`src/rtl/chop_pkg.sv`:
```
package chop_pkg;

  typedef enum logic [1:0] {
    PH_IDLE,
    PH_ON,
    PH_OFF,
    PH_WAIT
  } ph_state_e;

  // off-time in cycles: linear map of code 0..code_max onto min..min+span
  function automatic int unsigned off_len(input int unsigned code,
                                          input int unsigned min_c,
                                          input int unsigned span_c,
                                          input int unsigned code_max);
    return min_c + (code * span_c) / code_max;
  endfunction

endpackage

```
`src/rtl/chop_settle.sv`:
```
module chop_settle #(
  parameter int unsigned SETTLE_CYC = 5000,
  localparam int unsigned SW = $clog2(SETTLE_CYC + 1)
) (
  input  logic clk_i,
  input  logic rst_ni,
  input  logic sleep_i,
  output logic ready_o,
  output logic coast_o
);

  logic [SW-1:0] cnt_q;

  always_ff @(posedge clk_i or negedge rst_ni) begin
    if (!rst_ni)          cnt_q <= '0;
    else if (sleep_i)     cnt_q <= SW'(SETTLE_CYC);
    else if (cnt_q != '0) cnt_q <= cnt_q - 1'b1;
  end

  assign ready_o = (cnt_q == '0);
  assign coast_o = sleep_i || !ready_o;

endmodule

```
`src/rtl/chop_period.sv`:
```
module chop_period #(
  parameter int unsigned PERIOD_CYC = 1250,
  localparam int unsigned PW = $clog2(PERIOD_CYC)
) (
  input  logic clk_i,
  input  logic rst_ni,
  input  logic sync_i,
  output logic start_o
);

  logic [PW-1:0] cnt_q;

  always_ff @(posedge clk_i or negedge rst_ni) begin
    if (!rst_ni)                          cnt_q <= '0;
    else if (cnt_q == PW'(PERIOD_CYC - 1)) cnt_q <= '0;
    else                                  cnt_q <= cnt_q + 1'b1;
  end

  assign start_o = sync_i && (cnt_q == '0);

endmodule

```
`src/rtl/chop_phase.sv`:
```
module chop_phase
  import chop_pkg::*;
#(
  parameter int unsigned CODE_W    = 4,
  parameter int unsigned BLANK_CYC = 50,
  parameter int unsigned OFF_MIN   = 350,
  parameter int unsigned OFF_SPAN  = 250,
  localparam int unsigned CODE_MAX = (1 << CODE_W) - 1,
  localparam int unsigned CNT_MAX  = (OFF_MIN + OFF_SPAN > BLANK_CYC) ? OFF_MIN + OFF_SPAN : BLANK_CYC,
  localparam int unsigned CW       = $clog2(CNT_MAX + 1)
) (
  input  logic              clk_i,
  input  logic              rst_ni,
  input  logic              coast_i,
  input  logic              sync_i,
  input  logic              start_i,
  input  logic              trip_i,
  input  logic              mag_nz_i,
  input  logic [CODE_W-1:0] off_code_i,
  output logic              drive_o
);

  ph_state_e   st_q, st_d;
  logic [CW-1:0] cnt_q, cnt_d;
  logic [CW-1:0] off_cyc;
  logic          go, may_start;

  assign go        = mag_nz_i && !coast_i;
  assign may_start = !sync_i || start_i;
  assign off_cyc   = CW'(off_len(32'(off_code_i), OFF_MIN, OFF_SPAN, CODE_MAX));

  always_comb begin
    st_d  = st_q;
    cnt_d = cnt_q;
    unique case (st_q)
      PH_IDLE, PH_WAIT: begin
        if (may_start) begin
          st_d  = PH_ON;
          cnt_d = CW'(BLANK_CYC - 1);
        end
      end
      PH_ON: begin
        if (cnt_q != '0) cnt_d = cnt_q - 1'b1;  // blanking: trip ignored
        else if (trip_i) begin
          st_d  = PH_OFF;
          cnt_d = off_cyc - 1'b1;
        end
      end
      PH_OFF: begin
        if (cnt_q != '0) cnt_d = cnt_q - 1'b1;
        else if (may_start) begin
          st_d  = PH_ON;
          cnt_d = CW'(BLANK_CYC - 1);
        end else begin
          st_d = PH_WAIT;
        end
      end
      default: st_d = PH_IDLE;
    endcase
    if (!go) begin
      st_d  = PH_IDLE;
      cnt_d = '0;
    end
  end

  always_ff @(posedge clk_i or negedge rst_ni) begin
    if (!rst_ni) begin
      st_q  <= PH_IDLE;
      cnt_q <= '0;
    end else begin
      st_q  <= st_d;
      cnt_q <= cnt_d;
    end
  end

  assign drive_o = (st_q == PH_ON);

endmodule

```
`src/rtl/chop_ctrl.sv`:
```
module chop_ctrl #(
  parameter int unsigned NPH        = 2,
  parameter int unsigned MAG_W      = 4,
  parameter int unsigned CODE_W     = 4,
  parameter int unsigned CLK_MHZ    = 50,
  parameter int unsigned OFF_MIN_US = 7,
  parameter int unsigned OFF_MAX_US = 12,
  parameter int unsigned BLANK_US   = 1,
  parameter int unsigned SETTLE_US  = 100,
  parameter int unsigned PERIOD_US  = 25
) (
  input  logic                    clk_i,
  input  logic                    rst_ni,
  input  logic                    sleep_i,
  input  logic                    sync_i,
  input  logic [NPH-1:0]          trip_i,
  input  logic [NPH*MAG_W-1:0]    mag_i,
  input  logic [NPH*CODE_W-1:0]   off_code_i,
  output logic [NPH-1:0]          drive_o,
  output logic                    ready_o
);

  localparam int unsigned OFF_MIN_CYC = CLK_MHZ * OFF_MIN_US;
  localparam int unsigned OFF_SPN_CYC = CLK_MHZ * (OFF_MAX_US - OFF_MIN_US);
  localparam int unsigned BLANK_CYC   = CLK_MHZ * BLANK_US;
  localparam int unsigned SETTLE_CYC  = CLK_MHZ * SETTLE_US;
  localparam int unsigned PERIOD_CYC  = CLK_MHZ * PERIOD_US;

  logic coast_w;
  logic start_w;

  chop_settle #(.SETTLE_CYC(SETTLE_CYC)) u_settle (
    .clk_i   (clk_i),
    .rst_ni  (rst_ni),
    .sleep_i (sleep_i),
    .ready_o (ready_o),
    .coast_o (coast_w)
  );

  chop_period #(.PERIOD_CYC(PERIOD_CYC)) u_period (
    .clk_i   (clk_i),
    .rst_ni  (rst_ni),
    .sync_i  (sync_i),
    .start_o (start_w)
  );

  for (genvar k = 0; k < NPH; k++) begin : g_ph
    chop_phase #(
      .CODE_W    (CODE_W),
      .BLANK_CYC (BLANK_CYC),
      .OFF_MIN   (OFF_MIN_CYC),
      .OFF_SPAN  (OFF_SPN_CYC)
    ) u_ph (
      .clk_i      (clk_i),
      .rst_ni     (rst_ni),
      .coast_i    (coast_w),
      .sync_i     (sync_i),
      .start_i    (start_w),
      .trip_i     (trip_i[k]),
      .mag_nz_i   (|mag_i[k*MAG_W +: MAG_W]),
      .off_code_i (off_code_i[k*CODE_W +: CODE_W]),
      .drive_o    (drive_o[k])
    );
  end

endmodule

```
`config.mk`:
```
export PLATFORM = sky130hd
export DESIGN_NAME = chop_ctrl
export DESIGN_NICKNAME = d
export VERILOG_FILES = /design/src/rtl/chop_pkg.sv /design/src/rtl/chop_settle.sv /design/src/rtl/chop_period.sv /design/src/rtl/chop_phase.sv /design/src/rtl/chop_ctrl.sv
export SDC_FILE = /design/constraint.sdc
export NUM_CORES = 1
export LEC_CHECK = 0
export BUFFER_PORTS_ARGS = -buffer_cell sky130_fd_sc_hd__buf_2
export CORE_MARGIN = 4
export CORE_UTILIZATION = 40
export DETAILED_ROUTE_END_ITERATION = 10
export GPL_TIMING_DRIVEN = 1
export SETUP_SLACK_MARGIN = 0.02
export SLEW_MARGIN = 20
export SYNTH_ARGS = -nofsm -noshare
export SYNTH_HDL_FRONTEND = slang
export SYNTH_HIERARCHICAL = 1
export SYNTH_SLANG_ARGS = --single-unit
```
`constraint.sdc`:
```
create_clock -name clk_i -period 3.4 [get_ports clk_i]
set_input_delay 0.51 -clock clk_i [delete_from_list [all_inputs] [get_ports clk_i]]
set_output_delay 0.51 -clock clk_i [all_outputs]
set_load 0.01 [all_outputs]
```
==> results.yml <==
place:
  dp.cells: 1357
  place_hpwl_um: 15800
  place_congestion: 0.912
  io_buffers: 24
  dp_slack_ns: -3.72
worst_setup_path:
  reg2reg_from: "u_settle/cnt_q[0]"
  timing_worst_setup_path_type: "in2reg"
  rr_endpoint: "g_ph[1].u_ph/cnt_q[5]"
  r2r_slack_ns: 0.53
  cpMaxStageDelayCell: "fa_1"
  crit_buf_inv: 5
  start_kind: "primary input"
  cp_top_family: "compound AO/OA/AOI/OAI gates"
  reg2regPathDepth: 10
  crit_arrival_ns: 6.92
  critPathMaxFanout: 5
  required_ns: 3.56
  max_stage_delay_ns: 0.56
  worstSetupEndpointType: "register"
timing:
  fin_worst_skew_ns: 0.00559
  fin_tns_setup_ns: -61.55
  tightest_slew_ns: 0.764
  hold_violations: 0
  relSlewSlack_pct: 49.1
  min_period_over_period_pct: 199
  finalSetupViolations: 20
  maxSlewViolCount: 0
  fmax_ghz: 0.148
  layout_setup_ws_ns: -3.36
  post-route-min-period_ns: 6.76
  rsz0062_at_grt: "true"
synthesis:
  synth_cell_types: 98
  synth_area_leaders: "dfrtp_1 16%, ha_1 7.4%, nor2_1 4.6%"
  synthCells: 910
  ys_seq_area_share_pct: 16.4
  synth_area_um2: 7300
  syn_nets: 989
  yosysWarnings: 6
  ys_ff_latch: 48
  yosys.cell_count.top_type: "nor2_1"
  synth_top_area_share_pct: 16.4
  synth_edf_count: 0
  ys.flop_type: "dfrtp_1"
  synthTopCellsByCount: "90 x nor2_1, 78 x nand2_1, 56 x a21oi_1, 48 x dfrtp_1, 47 x inv_1"
  synth_area_leader_cell: "dfrtp_1"
  syn_area_per_cell_um2: 8.03
  async_reset_ff_share_pct: 100
drt:
  wl_per_cell_um: 14.6
  via_count: 7794
  drtPass1Iterations: 5
  viasPerCell: 5.57
  ant_nets: 0
  wl_um: 20400
  drc: 0
  drtIter0Drc: 484
global_routing:
  first_global_vias: 7572
  antenna_found_initial: 0
  grt_usage_pct: 20.3
  grt_first_pass_wirelength_um: 35600
  overflow: 0
  grt_max_degree: 33
die:
  die_w_um: 143
  io-pin-count: 25
  core_area_um2: 18000
  die_area_um2: 20500
  dieHeight_um: 143
  initial_core_util_pct: 40.7
  rows: 49
job:
  maxCapViolCount: 0
worst_hold_path:
  hold_class: "in2async"
layout:
  fillerInstances: 1644
  syn_to_final_growth_pct: 42.8
  layout.nets: 1249
  antennaDiodeCount: 0
  layout.cells.non_filler: 1400
  drive_gt1_share_pct: 38.3
clock_network:
  cts-root-buf: "clkbuf_16"
  tritoncts: "yes"
  worstSkewPairLatency_ns: 0.29
  clkTransAtPathRegs_ns: 0.07
  cts.sinks: 48
  cts.htree.levels: 2
  cts_buffer_depth: 2
  cts_buffers: 5
power:
  vdd_drop_max_mv: 1.35
  powerDensity_nw_per_um2: 1160
  p_leak_uw: 0.00451
status:
  outcome: "complete, but fails checks"
  violations: "setup timing"
## repair_timing
item / in CTS / in global routing
endpoints found under the setup margin: 20 / 20
pin swaps: 41 / 28
hold endpoints to repair: 0 / 0
hold buffers: 0 / 0
setup buffers: 33 / 11
gates resized for setup: 80 / 29
## final cells by class
cell class	count	area, um^2	area share [%]
multi-input combinational	785	6390	61.3
clock inverter	3	90.1	0.864
tap	229	287	2.75
inverter	49	184	1.76
clock buffer	5	125	1.20
timing repair buffer	281	2150	20.7
sequential	48	1200	11.5
## worst max path at each step
stage	endpoint	startpoint	cells after the start	slack [ns]
final	g_ph[1].u_ph/cnt_q[6]	off_code_i[7]	34	-3.36
after global routing	g_ph[0].u_ph/cnt_q[6]	off_code_i[3]	34	-3.79
after CTS	g_ph[0].u_ph/cnt_q[8]	off_code_i[3]	33	-3.28
after detailed placement	g_ph[0].u_ph/cnt_q[8]	off_code_i[3]	30	-3.72
after global placement	g_ph[0].u_ph/cnt_q[8]	off_code_i[3]	31	-3.71
after floorplan	g_ph[0].u_ph/cnt_q[6]	off_code_i[3]	31	-3.50
## power by group
group          internal, uW  switching (uW)  total, uW
sequential              581            19.1        600
clock                   496             217        713
combinational          5850            4890      10700
total                  6930            5120      12000
## placed cells by master (no fill, tap or decap), types with 19 or more instances in the layout
cell type	synthesis	layout
xnor2_1	32	25
buf_6	2	19
buf_4	1	241
nand2_1	78	75
inv_1	47	43
nor2_1	90	88
a21oi_1	56	51
nand3_1	41	34
nor3_1	25	25
o21ai_0	41	31
ha_1	43	37
buf_2	5	19
dfrtp_1	48	48
## metal layers
metal / up-vias / track usage [%] / wire (um)
li1: 3910 / - / -
met1: 3708 / 28.3 / 9580
met2: 148 / 34.8 / 10000
met3: 28 / 1.51 / 600
met4: 0 / 3.40 / 234
met5: - / 0 / 0
## logic make-up after synthesis
family	count (synthesis)	synth area share, %
buffers and inverters	77	4.30
adder cells (fa/ha/maj)	57	11.2
XOR/XNOR	57	7.62
AND/OR/NAND/NOR	378	28.3
flip-flops	48	16.4
multiplexers	11	1.99
AO/OA/AOI/OAI	282	30.1
## stage by stage
stage	hold slack, ns	total power [uW]	util, %	area (um^2)
2_1_floorplan	0.214	5930	-	7540
3_3_place_gp	0.510	9280	52.8	9490
3_5_place_dp	0.507	9340	52.8	9490
4_1_cts	0.315	11700	57.2	10300
5_1_grt	0.351	13000	58.0	10400
6_report	0.290	12000	58.0	10400
## sequential cells by signal, summed over array words and instances (netlist names)
name,count
g_ph.u_ph/cnt_q,20
g_ph.u_ph/st_q,4
u_period/cnt_q,11
u_settle/cnt_q,13
## worst reg2reg max path, cell delays in order, from the launching register on
cell and delay (ns):
dfrtp_1 0.44, inv_1 0.09, ha_1 0.26, nor4b_4 0.15, nand4b_1 0.15, nand2b_1 0.33, nor3_1 0.10, buf_4 0.16
or2_2 0.39, or4_1 0.56, a31oi_1 0.15
Power figures use the tool's default switching activity.
